$ cat config.mk
export PLATFORM = sky130hd
export DESIGN_NAME = uart_tx_pair
export DESIGN_NICKNAME = d
export VERILOG_FILES = /design/src/rtl/uart_tx_pkg.sv /design/src/rtl/uart_tx_ctrl.sv /design/src/rtl/uart_tx_data.sv /design/src/rtl/uart_tx_pair.sv
export SDC_FILE = /design/constraint.sdc
export NUM_CORES = 1
export LEC_CHECK = 0
export ABC_AREA = 1
export BUFFER_PORTS_ARGS = -buffer_cell sky130_fd_sc_hd__buf_2
export CORE_MARGIN = 5
export CORE_UTILIZATION = 35
export CTS_BUF_LIST = sky130_fd_sc_hd__clkbuf_8
export CTS_CLUSTER_SIZE = 30
export DETAILED_ROUTE_END_ITERATION = 10
export PLACE_DENSITY = 0.55
export RECOVER_POWER = 100
export SKIP_CTS_REPAIR_TIMING = 1
export SLEW_MARGIN = 20
export SYNTH_ARGS = -nofsm -noshare
export SYNTH_HDL_FRONTEND = slang
export SYNTH_SLANG_ARGS = --single-unit
$ cat constraint.sdc
create_clock -name clk -period 1.4 [get_ports clk]
set_clock_uncertainty 0.05 [all_clocks]
set_input_delay 0.28 -clock clk [delete_from_list [all_inputs] [get_ports clk]]
set_output_delay 0.28 -clock clk [all_outputs]
set_load 0.02 [all_outputs]
$ cat src/rtl/uart_tx_pkg.sv
package uart_tx_pkg;
  typedef struct packed {
    logic captureHold;  // copy host character into holding register
    logic loadShift;    // move holding register into shifter as a frame
    logic shiftBit;     // advance shifter by one bit
  } txStrobe_t;
endpackage

$ cat src/rtl/uart_tx_ctrl.sv
module uart_tx_ctrl
  import uart_tx_pkg::*;
#(
  parameter int DATA_BITS = 8
) (
  input  logic       clk,
  input  logic       rst_n,
  input  logic       txEnable,
  input  logic       wrValid,
  input  logic       bitTick,
  output txStrobe_t  strobe,
  output logic       txReady,
  output logic       txEmpty,
  output logic       busy
);
  localparam int FRAME_BITS = DATA_BITS + 2;
  localparam int CNT_W      = $clog2(FRAME_BITS);
  localparam logic [CNT_W-1:0] LAST_BIT = CNT_W'(FRAME_BITS - 1);

  logic             holdValid;
  logic [CNT_W-1:0] bitCnt;
  logic             acceptWr;
  logic             frameEnd;
  logic             loadNow;
  logic             shiftNow;

  assign acceptWr = wrValid && txEnable && !holdValid;
  assign frameEnd = busy && bitTick && (bitCnt == LAST_BIT);
  assign loadNow  = bitTick && holdValid && (!busy || frameEnd);
  assign shiftNow = busy && bitTick && !frameEnd;

  assign strobe.captureHold = acceptWr;
  assign strobe.loadShift   = loadNow;
  assign strobe.shiftBit    = shiftNow;

  assign txReady = !holdValid;
  assign txEmpty = !holdValid && !busy;

  always_ff @(posedge clk or negedge rst_n) begin
    if (!rst_n) begin
      holdValid <= 1'b0;
      busy      <= 1'b0;
      bitCnt    <= '0;
    end else begin
      if (acceptWr)     holdValid <= 1'b1;
      else if (loadNow) holdValid <= 1'b0;

      if (loadNow) begin
        busy   <= 1'b1;
        bitCnt <= '0;
      end else if (frameEnd) begin
        busy   <= 1'b0;
      end else if (shiftNow) begin
        bitCnt <= bitCnt + 1'b1;
      end
    end
  end

  AST_LOAD_FREES_HOLD: assert property (@(posedge clk) disable iff (!rst_n)
    loadNow |=> (txReady && busy));
  AST_DISABLED_KEEPS_READY: assert property (@(posedge clk) disable iff (!rst_n)
    (!txEnable && txReady) |=> txReady);
  AST_EMPTY_NEEDS_IDLE: assert property (@(posedge clk) disable iff (!rst_n)
    txEmpty |-> (txReady && !busy));
  AST_BIT_COUNT_RANGE: assert property (@(posedge clk) disable iff (!rst_n)
    bitCnt <= LAST_BIT);
endmodule

$ cat src/rtl/uart_tx_data.sv
module uart_tx_data
  import uart_tx_pkg::*;
#(
  parameter int DATA_BITS = 8
) (
  input  logic                 clk,
  input  logic                 rst_n,
  input  txStrobe_t            strobe,
  input  logic [DATA_BITS-1:0] wrData,
  output logic                 serialBit
);
  localparam int FRAME_BITS = DATA_BITS + 2;

  logic [DATA_BITS-1:0]  holdReg;
  logic [FRAME_BITS-1:0] shiftReg;

  always_ff @(posedge clk or negedge rst_n) begin
    if (!rst_n) begin
      holdReg  <= '0;
      shiftReg <= '1;
    end else begin
      if (strobe.captureHold) holdReg <= wrData;
      if (strobe.loadShift)
        shiftReg <= {1'b1, holdReg, 1'b0};
      else if (strobe.shiftBit)
        shiftReg <= {1'b1, shiftReg[FRAME_BITS-1:1]};
    end
  end

  assign serialBit = shiftReg[0];

  AST_LOAD_STARTS_LOW: assert property (@(posedge clk) disable iff (!rst_n)
    strobe.loadShift |=> !serialBit);
endmodule

$ cat src/rtl/uart_tx_pair.sv
module uart_tx_pair
  import uart_tx_pkg::*;
#(
  parameter int DATA_BITS = 8
) (
  input  logic                 clk,
  input  logic                 rst_n,
  input  logic                 txEnable,
  input  logic                 wrValid,
  input  logic [DATA_BITS-1:0] wrData,
  input  logic                 bitTick,
  output logic                 txReady,
  output logic                 txEmpty,
  output logic                 txLine
);
  txStrobe_t strobe;
  logic      busy;
  logic      serialBit;

  uart_tx_ctrl #(.DATA_BITS(DATA_BITS)) ctrl (
    .clk(clk), .rst_n(rst_n), .txEnable(txEnable), .wrValid(wrValid),
    .bitTick(bitTick), .strobe(strobe), .txReady(txReady),
    .txEmpty(txEmpty), .busy(busy)
  );

  uart_tx_data #(.DATA_BITS(DATA_BITS)) data (
    .clk(clk), .rst_n(rst_n), .strobe(strobe), .wrData(wrData),
    .serialBit(serialBit)
  );

  assign txLine = busy ? serialBit : 1'b1;

  AST_WRITE_DROPS_READY: assert property (@(posedge clk) disable iff (!rst_n)
    (wrValid && txEnable && txReady) |=> !txReady);
  AST_IDLE_LINE_HIGH: assert property (@(posedge clk) disable iff (!rst_n)
    txEmpty |-> txLine);
  AST_LINE_MOVES_ON_TICK: assert property (@(posedge clk) disable iff (!rst_n)
    !$past(bitTick) |-> $stable(txLine));
endmodule

# ---- Yosys cells after proc, flatten, opt, wreduce, memory -nomap -nowiden
# Index checks and enable logic that the tools add are counted.
# W data, S select, Z words.
dict set report word_totals {
  wordCells 34
  mem_bits_rw 0
  memories 0
  in_bits 13
  rom_bits 0
  regBits 24
  latch_bits 0
}
dict set report op_classes {
  n_shift 0
  n_bitwise 0
  n_lt_le_gt_ge 0
  mul 0
  eq_ne 2
  n_div 0
  n_reduce_logical 16
  mux 10
  add_sub_neg 1
}
# cell n
set op_table {}
lappend op_table {{$mux W10} 2}
lappend op_table {{$mux W4} 3}
lappend op_table {{$logic_and A1 B1 Y1} 8}
lappend op_table {{$reduce_bool A2 Y1} 3}
lappend op_table {{$mux W1} 5}
lappend op_table {{$add A4 B1 Y4 const B} 1}
lappend op_table {{$eq A4 B4 Y1 const B} 1}
lappend op_table {{$logic_not A1 Y1} 3}
lappend op_table {{$ne A2 B2 Y1 const B} 1}
lappend op_table {{$reduce_and A2 Y1} 1}
lappend op_table {{$logic_or A1 B1 Y1} 1}

# ---- Longest topological paths before layout
# Gate-level depths: netlist of the first run.
dict set report logic_depth {
  ltp_word 7
  depth_mapped 8
  ltp_nobuf 7
}

# ---- Modules after synthesis
# From an unflattened synthesis of the first run, not the netlist that was laid out.
dict set report unflattened {
  cells_unflattened 148
  hier_area_um2 1187.4
}
# module instances seq_area_each_um2 cells_each area_per_inst_um2
set modules_own_cells {}
lappend modules_own_cells {uart_tx_data 1 436.7 95 780.7}
lappend modules_own_cells {uart_tx_ctrl 1 150.1 51 399.1}
lappend modules_own_cells {uart_tx_pair 1 0.0 2 7.5}

# ---- Least setup slack after synthesis of the first run
# No wires, ideal clock.
dict set report synth_timing {
  path_kind {register to register}
  from {reg ctrl.bitCnt[1]}
  to {reg ctrl.bitCnt[3]}
  n_path_buf 1
  arrival_time_ns 1.164
  slack_ns 0.069
  t_required_ns 1.233
  path_stages_with_launch 9
  path_cell_list {dfrtp_1 > inv_1 > ha_1 > nand3_4 > nand2_4 > nand2_4 > buf_6 > nand3_2 > nand2_1}
}
dict set report synth_between {
  elab_chain_len 6
  elab_cells_between_ends 13
  classes_between {add/sub: 1; eq/ne: 2; mux: 3; reduce/logical: 7}
}
# element line
set synth_rtl {}
lappend synth_rtl {{from (decl)} uart_tx_ctrl.sv:21} ;# logic [CNT_W-1:0] bitCnt;
lappend synth_rtl {{from (signal assigned)} uart_tx_ctrl.sv:54} ;# bitCnt <= bitCnt + 1'b1;
lappend synth_rtl {{branches (longest 6 deep; another with $add A4 B1 Y4)} -}
# Several ways; the timed one is not identified. The select of a mux whose other input is x is not followed.
# A chain may end at the register's enable or synchronous reset.

# ---- Final worst setup path of the first run
dict set report layout_timing {
  from {reg ctrl.busy}
  to {out txEmpty}
}
dict set report layout_between {
  elab_chain_len 2
}
# element line
set layout_rtl {}
lappend layout_rtl {{from (decl)} uart_tx_ctrl.sv:14} ;# output logic busy
lappend layout_rtl {{from (signal assigned)} uart_tx_ctrl.sv:42} ;# busy <= 1'b0;
lappend layout_rtl {{from (signal assigned)} uart_tx_ctrl.sv:49} ;# busy <= 1'b1;
lappend layout_rtl {{from (signal assigned)} uart_tx_ctrl.sv:52} ;# busy <= 1'b0;
lappend layout_rtl {{$logic_not A1 Y1} uart_tx_ctrl.sv:37} ;# assign txEmpty = !holdValid && !busy;
lappend layout_rtl {{$logic_and A1 B1 Y1} uart_tx_ctrl.sv:37}
lappend layout_rtl {{to (decl)} uart_tx_pair.sv:13} ;# output logic txEmpty,
# Every way passes these cells.

==> reports/metrics.yaml, run 1 <==
outcome:
  outcome: "finished clean"
detailed_routing:
  viasPerCell: 4.57
  ant_nets: 0
  dr_total_vias: 872
  drc_errors: 0
  dr.pass1.iters: 4
  wirelength_um: 2160
  wl_per_cell_um: 11.3
  drt_iter0_markers: 30
pwr:
  totalPowerFinal_mw: 2.68
  peakVddDrop_mv: 0.691
  power_density_mw_per_mm2: 1980
  p_leak_nw: 0.673
critical_path:
  cp_max_fo: 5
  cp_slowest_cell: "dfrtp_1"
  critPathBufInv: 1
  timing.rr.start: "ctrl.bitCnt[1]"
  critPathLaunch: "ctrl.busy"
  critPathArrivalTime_ps: 1020
  startpoint_type: "flop"
  cp_slowest_stage_delay_ps: 460
  cp_top_family: "flip-flops"
  crit_chain: "nor2_1 > clkbuf_2"
  worstSetupPathType: "flop to primary output"
  ff2ff_setup_slack_ps: 90
  worstPathRequired_ps: 1070
  cp-end-kind: "primary output"
sta:
  finalSetupViolations: 0
  rsz0062_at_grt: "no"
  slew_headroom_pct: 63.8
  hold_viol_final: 0
  maxSlewViolCount: 0
  fmax_ghz: 0.742
  tns_ps: 0
  fin_crit_ps: 1350
  fin_crit_sh_pct: 96.2
  worstMarginPinSlew_ps: 543
  setup_slack_ps: 52.7
final_layout:
  insertedDiodeCount: 0
  final_nets: 163
  final_cell_mix: "30 x nand3_1, 20 x nand2_1, 14 x inv_1, 14 x dfrtp_1, 11 x buf_2"
  layout-drive-gt1-share_pct: 32.7
  area_growth_syn_to_layout_pct: 18.8
  multi_input_area_um2: 468
  fillers: 313
  seq_area_um2: 587
  layout_commonest_cell: "nand3_1"
placed_design:
  gp_congestion: 0.819
  dp_slack_ps: 77.8
  io_buffers: 15
  dp_hpwl_um: 1560
cts:
  root_buffer: "clkbuf_8"
  clockBufferDepth: 2
  cts.clk_slew.worst_paths_ps: 80
  htree_num_levels: 1
  cts_tree: "yes"
  clock-sinks: 23
  numCtsBuffers: 3
  worstSkewPairLatency_ps: 270
logic_synthesis:
  ys_seq_area_share_pct: 51.5
  synth_area_mm2: 0.00114
  ys_ff_latch: 23
  synth_area_leaders: "dfrtp_1 31%, dfstp_2 21%, nand3_1 13%"
  syn_inst: 125
  yosys.area.top_type: "dfrtp_1"
  synth_cell_types: 23
  yosysTopAreaCellShare_pct: 30.8
  synth_nets: 140
  synth_warnings: 0
  syn_avg_cell_area_um2: 9.11
grt:
  grt_max_degree: 24
  grt.overflow.total: 0
  grt_pass1_vias: 873
  grt_use_total_pct: 11.3
  grt_pass1_wl_um: 3820
  antenna_found_initial: 0
die:
  initial_core_util_pct: 37.0
  core_region_area_mm2: 0.00308
  dieWidth_um: 67.0
  rows: 20
  die_area_mm2: 0.00449
  dieHeight_um: 67.0
  pin_count: 16
hold_path:
  hold_class: "primary input to flop"
  worstHoldStart: "wrData[6]"
run:
  maxCapViolCount: 0
==> Yosys cell counts (all sizes together) <==
| master | n |
|---|---|
| dfrtp | 14 |
| ha | 2 |
| a21oi | 2 |
| o21ai | 11 |
| nand2 | 24 |
| buf | 4 |
| clkinv | 1 |
| nor2 | 5 |
| nand3b | 1 |
| o22ai | 1 |
| dfstp | 9 |
| inv | 16 |
| nand3 | 33 |
| nand4 | 2 |
==> layer usage <==
layer | wire length (um) | up-vias | GRT usage, %
li1 | - | 456 | -
met1 | 1040 | 386 | 14.7
met2 | 968 | 25 | 16.9
met3 | 101 | 5 | 2.70
met4 | 51 | 0 | 6.08
met5 | 0 | - | 0
==> cell families (layout without fill, tap and decap cells) <==
| logic type | count (synthesis) | in the layout | share of synthesized area, % |
|---|---|---|---|
| compound gates | 14 | 14 | 7.14 |
| fa+ha+maj | 2 | 2 | 2.20 |
| flops | 23 | 23 | 51.5 |
| simple gates | 65 | 65 | 30.5 |
| buf+inv | 21 | 43 | 8.57 |
==> layout make-up <==
type,instances,share of cell area (%)
clock inverter,1,0.278
clock buffer,3,3.05
inverter,17,4.81
tap,44,4.07
timing repair buffer,22,9.81
sequential,23,43.4
multi-input combinational,81,34.6
==> stage by stage <==
stage / utilization [%] / area, um^2 / cells / hold slack (ps)
final: 43.9 / 1350 / 191 / 196
after floorplan: - / 1140 / 125 / -65.6
after global placement: 41.4 / 1270 / 185 / 227
after detailed placement: 41.4 / 1270 / 185 / 226
after global routing: 43.9 / 1350 / 191 / 207
after CTS: 42.8 / 1320 / 189 / -70.0
==> power breakdown <==
group / internal [mW] / total (mW) / leakage, nW / switching (mW)
Clock: 0.196 / 0.404 / 0.0269 / 0.207
Sequential: 1.02 / 1.24 / 0.264 / 0.219
Combinational: 0.440 / 1.03 / 0.382 / 0.591
Total: 1.66 / 2.68 / 0.673 / 1.02
==> worst min-delay path: stages <==
cell and delay, ps:
buf_2 100, inv_1 30, o21ai_0 70
==> worst paths after layout <==
check / depth (start not counted) / endpoint
max in group asynchronous: 2 / data.shiftReg[2]
worst min register to register: 2 / data.holdReg[4]
min in group asynchronous: 2 / ctrl.bitCnt[3]
worst min-delay path: 3 / data.holdReg[6]
worst max register to register: 7 / data.shiftReg[8]
worst max-delay path: 2 / txEmpty
==> state kept, by name, summed over array words and instances, names as in the netlist <==
signal / flops
ctrl.bitCnt: 4
data.shiftReg: 9
ctrl.holdValid: 1
ctrl.busy: 1
data.holdReg: 8
(Power assumes the default switching activity.)
==> run 2, diff against run 1 <==
--- a/config.mk
+++ b/config.mk
@@ -13,8 +13,9 @@
 export CTS_CLUSTER_SIZE = 30
 export DETAILED_ROUTE_END_ITERATION = 10
 export PLACE_DENSITY = 0.55
-export RECOVER_POWER = 100
+export RECOVER_POWER = 25
 export SKIP_CTS_REPAIR_TIMING = 1
+export SKIP_LAST_GASP = 1
 export SLEW_MARGIN = 20
 export SYNTH_ARGS = -nofsm -noshare
 export SYNTH_HDL_FRONTEND = slang
==> run 2 against run 1 <==
Effect of this change:
- power grew 0.24%
- non-clock buffer count is the same
- critical endpoint is now txLine
- largest power group unchanged
- highest routed layer unchanged
- clock-buffer cell count is the same
- flip-flop and latch count is the same
- sequential power is essentially flat
- final cell count is the same
- sequential share of layout area shrank 0.12 points
- worst hold slack lost 12 ps
==> reports/metrics.yaml, run 2 (same netlist as run 1, synthesis figures left out) <==
grt:
  grt_util_met2_pct: 16.9
  grt_pass1_vias: 873
  grt_pass1_wl_um: 3820
  antenna_found_initial: 0
  grt.met1_usage_pct: 14.7
  grt_use_total_pct: 11.3
  grt_max_degree: 24
  grt_use_met3_pct: 2.70
  grt.overflow.total: 0
  grt-busiest-layer: "met2"
die:
  initial_core_util_pct: 37.0
  pin_count: 16
  die_area_mm2: 0.00449
  core_region_area_mm2: 0.00308
  rows: 20
  dieWidth_um: 67.0
  dieHeight_um: 67.0
critical_path:
  critPathBufInv: 2
  crit_chain: "inv_1 > nand2_1 > buf_4"
  startpoint_type: "flop"
  ff2ff_setup_slack_ps: 110
  critPathArrivalTime_ps: 1010
  critPathLaunch: "data.shiftReg[0]"
  cp-end-kind: "primary output"
  cp_slowest_cell: "dfstp_2"
  timing.rr.start: "ctrl.bitCnt[1]"
  cp_slowest_stage_delay_ps: 520
  worstSetupPathType: "flop to primary output"
  worstPathRequired_ps: 1070
  cp_max_fo: 2
  cp_top_family: "flip-flops"
final_layout:
  final_cells: 191
  fillers: 311
  insertedDiodeCount: 0
  layout_commonest_cell: "nand3_1"
  largest-register: "data.shiftReg"
  layout-drive-gt1-share_pct: 33.3
  largest_register_ffs: 9
  final_cell_mix: "30 x nand3_1, 20 x nand2_1, 14 x inv_1, 14 x dfrtp_1, 13 x buf_2"
  reg.largest.list: "data.shiftReg x9, data.holdReg x8, ctrl.bitCnt x4"
  final_nets: 163
  area_growth_syn_to_layout_pct: 19.1
sta:
  setup_slack_ps: 59.5
  fmax_ghz: 0.746
  rsz0062_at_grt: "no"
  slew_headroom_pct: 63.9
  tns_ps: 0
  worstMarginPinSlew_ps: 541
  fin_crit_ps: 1340
  maxSlewViolCount: 0
  hold_viol_final: 0
  finalSetupViolations: 0
  fin_crit_sh_pct: 95.7
detailed_routing:
  ant_nets: 0
  drt_iter0_markers: 31
  dr_total_vias: 866
  viasPerCell: 4.53
  dr.pass1.iters: 4
  drc_errors: 0
  wl_per_cell_um: 11.2
  wirelength_um: 2140
cts:
  numCtsBuffers: 3
  cts.clk_slew.worst_paths_ps: 80
  clock-sinks: 23
  cts_tree: "yes"
  clockBufferDepth: 2
  root_buffer: "clkbuf_8"
  htree_num_levels: 1
  worstSkewPairLatency_ps: 270
run:
  maxCapViolCount: 0
pwr:
  peakVddDrop_mv: 0.693
  power_density_mw_per_mm2: 1980
  p_leak_nw: 0.676
placed_design:
  dp_hpwl_um: 1560
  gp_congestion: 0.819
  dp_slack_ps: 77.8
  dpl.cell_count: 185
  io_buffers: 15
hold_path:
  hold_class: "primary input to flop"
  worstHoldStart: "wrData[6]"
outcome:
  outcome: "finished clean"
==> run 2: changes by cell type in the layout (fill, tap and decap cells not counted) <==
cell      delta
buf_2        +2
clkbuf_2     -2
o21ai_0      -3
o21ai_2      +1
o21ai_1      +2
==> run 2: routing by layer <==
metal / vias to the layer above / routed length, um
met5: - / 0
met4: 0 / 51
met3: 5 / 90
met2: 20 / 958
met1: 385 / 1040
li1: 456 / -
==> run 2: final timing paths <==
kind                                         end  depth (start not counted)
max in group asynchronous       data.shiftReg[2]                          2
min in group asynchronous         ctrl.bitCnt[3]                          2
worst max-delay path                      txLine                          3
worst min register to register   data.holdReg[4]                          2
worst min-delay path             data.holdReg[6]                          3
worst max register to register    ctrl.holdValid                          7
==> run 2: layout make-up <==
| class | count | area [um^2] | area share, % |
|---|---|---|---|
| well taps | 44 | 55.1 | 4.06 |
| inverters | 17 | 65.1 | 4.80 |
| multi-input cells | 81 | 472 | 34.8 |
| repair buffers | 22 | 133 | 9.78 |
| flip-flops and latches | 23 | 587 | 43.3 |
| clock buffers | 3 | 41.3 | 3.04 |
| clock inverters | 1 | 3.75 | 0.277 |
==> run 2: power by group <==
group / switching [mW] / internal, mW / leakage, nW
logic: 0.592 / 0.445 / 0.385
registers: 0.221 / 1.02 / 0.264
clock network: 0.206 / 0.196 / 0.0269
==> run 2: metrics by stage <==
step                utilization (%)  cell area [um^2]  power, mW  hold WS, ps
floorplan                         -              1140       1.93        -65.6
global placement               41.4              1270       2.19          227
detailed placement             41.4              1270       2.23          226
CTS                            42.8              1320       2.64        -70.0
global route                   44.1              1360       2.91          192
finish                         44.1              1360       2.68          185
==> run 2: worst reg2reg max path, stage by stage, from the launching register on <==
cell     delay (ps)
dfrtp_1         380
inv_1           100
ha_4            160
nand3_4         110
nand2_4         130
nand2_4         110
nand2_1          90
nand2_1          50
==> run 3, diff against run 2 <==
--- a/config.mk
+++ b/config.mk
@@ -5,7 +5,6 @@
 export SDC_FILE = /design/constraint.sdc
 export NUM_CORES = 1
 export LEC_CHECK = 0
-export ABC_AREA = 1
 export BUFFER_PORTS_ARGS = -buffer_cell sky130_fd_sc_hd__buf_2
 export CORE_MARGIN = 5
 export CORE_UTILIZATION = 35
==> run 3 against run 2 <==
Effect of this change:
- worst setup slack got worse by 44 ps
- clock power rose by 4%
- critical path type unchanged
- combinational power rose by 56%
- wire length rose by 0.56%
- design area rose by 9.0%
- synthesized cell count fell by 34%
==> reports/metrics.yaml, run 3 <==
final_layout:
  final_area_mm2: 0.00148
  final_nets: 130
  insertedDiodeCount: 0
  reg.largest.list: "data.shiftReg x9, data.holdReg x8, ctrl.bitCnt x4"
  fillers: 301
  largest-register: "data.shiftReg"
  final_cells: 158
  seq_area_um2: 589
  area_growth_syn_to_layout_pct: 32.7
  multi_input_area_um2: 537
  layout-drive-gt1-share_pct: 64.9
  largest_register_ffs: 9
  final_cell_mix: "12 x mux2_4, 12 x dfrtp_1, 11 x buf_2, 10 x mux2_2, 10 x buf_4"
critical_path:
  reg2reg_depth: 6
  critPathLaunch: "ctrl.holdValid"
  crit_path_end: "txEmpty"
  startpoint_type: "flop"
  critPathArrivalTime_ps: 1050
  cp-end-kind: "primary output"
  ff2ff_setup_slack_ps: 50
  r2r_end: "data.shiftReg[4]"
  timing.rr.start: "ctrl.bitCnt[1]"
  worstPathRequired_ps: 1070
  worstSetupPathType: "flop to primary output"
  cp_max_fo: 3
die:
  initial_core_util_pct: 36.5
  pin_count: 16
  core_region_area_mm2: 0.00305
  rows: 20
  dieHeight_um: 66.4
  dieWidth_um: 66.4
  die_area_mm2: 0.00441
logic_synthesis:
  synth_async_sr_flop_share_pct: 100
  synth_ff_type: "dfrtp_1"
  ys_seq_area_share_pct: 52.6
  synth_nets: 98
  ys_top_cells_by_count: "14 x dfrtp_1, 12 x mux2_2, 10 x mux2_4"
  yosysTopAreaCellShare_pct: 31.4
  ys_ff_latch: 23
  synth_edf_count: 0
  synth_top_family_by_area: "multiplexers"
  synth_cell_types: 25
  synth-compound-area-share_pct: 5.27
  synth_fa_ha_area_share_pct: 2.24
  synth_area_leaders: "dfrtp_1 31%, dfstp_2 21%, mux2_4 13%"
  synth_warnings: 0
  yosys.area.top_type: "dfrtp_1"
  synthSimpleGateAreaFrac_pct: 7.74
  syn_inst: 83
  syn_avg_cell_area_um2: 13.4
  synth_area_mm2: 0.00111
  synth_xor_area_share_pct: 0
  synthMuxAreaShare_pct: 28.3
  yosysMostFrequentCell: "dfrtp_1"
cts:
  htree_num_levels: 1
  root_buffer: "clkbuf_8"
  cts_tree: "yes"
  worstSkewPairLatency_ps: 270
  clockBufferDepth: 2
  cts.clk_slew.worst_paths_ps: 80
  numCtsBuffers: 3
  clock-sinks: 23
detailed_routing:
  drt_iter0_markers: 12
  ant_nets: 0
  dr.pass1.iters: 3
  viasPerCell: 4.66
  wl_per_cell_um: 13.6
  wirelength_um: 2150
  drc_errors: 0
  dr_total_vias: 737
sta:
  fmax_ghz: 0.722
  rsz0062_at_grt: "yes"
  worstMarginPinSlew_ps: 565
  fin_crit_ps: 1380
  hold_ws_ps: 188
  setup_slack_ps: 15.7
  finalSetupViolations: 0
  slew_headroom_pct: 62.3
  fin_crit_sh_pct: 98.9
  maxSlewViolCount: 0
  hold_viol_final: 0
pwr:
  power_density_mw_per_mm2: 2250
  peakVddDrop_mv: 1.16
  p_leak_nw: 0.710
grt:
  grt_pass1_wl_um: 3670
  grt.overflow.total: 0
  grt_pass1_vias: 786
  antenna_found_initial: 0
  grt_use_total_pct: 11.5
  grt_max_degree: 24
placed_design:
  dp_slack_ps: -25.0
  dp_hpwl_um: 1520
  dpl.cell_count: 150
  placed_cell_area_mm2: 0.00133
  gp_congestion: 0.730
  io_buffers: 15
outcome:
  outcome: "finished clean"
hold_path:
  hold_class: "primary input to flop"
run:
  maxCapViolCount: 0
-- run 3: report_power, final --
part / internal [mW] / switching (mW)
sequential: 1.09 / 0.213
combinational: 1.01 / 0.603
clock: 0.199 / 0.219
total: 2.30 / 1.04
-- run 3: cell type report --
| cell class | instances | share of cell area (%) |
|---|---|---|
| sequential | 23 | 39.8 |
| multi-input combinational | 52 | 36.3 |
| timing repair buffer | 30 | 15.7 |
| tap | 44 | 3.72 |
| clock buffer | 3 | 2.79 |
| inverter | 5 | 1.27 |
| clock inverter | 1 | 0.338 |
-- run 3: cell families after synthesis --
family          count (synthesis)
fa+ha+maj                       2
flops                          23
compound gates                 10
buf+inv                         8
simple gates                   15
mux                            25
-- run 3: per-layer routing --
layer | global-route usage [%] | wire, um
met2 | 18.5 | 1110
met4 | 6.09 | 47
met5 | 0 | 0
met3 | 3.74 | 76
met1 | 13.6 | 919
-- run 3: through the flow --
| stage | power, mW | utilization, % | setup TNS, ps |
|---|---|---|---|
| 2_1_floorplan | 2.24 | - | 0 |
| 4_1_cts | 3.12 | 45.2 | -201 |
| 6_report | 3.33 | 48.4 | 0 |
| 3_3_place_gp | 2.64 | 43.6 | 0 |
| 5_1_grt | 3.57 | 48.4 | -133 |
| 3_5_place_dp | 2.68 | 43.6 | -42.8 |
-- run 3: worst min path at each step --
| stage | start | endpoint | slack (ps) | cells after the start |
|---|---|---|---|---|
| 3_5_place_dp | rst_n | ctrl.holdValid | 240 | 1 |
| 3_3_place_gp | rst_n | ctrl.bitCnt[3] | 240 | 1 |
| 5_1_grt | wrData[7] | data.holdReg[7] | 180 | 2 |
| 4_1_cts | rst_n | data.holdReg[0] | -60 | 1 |
| 2_1_floorplan | rst_n | ctrl.bitCnt[0] | -70 | 0 |
| 6_report | wrData[1] | data.holdReg[1] | 190 | 2 |
-- run 3: worst max-delay path: stages (launching register included) --
cell and delay [ps]:
dfrtp_2 450, buf_6 130, nor2_4 80, buf_6 120
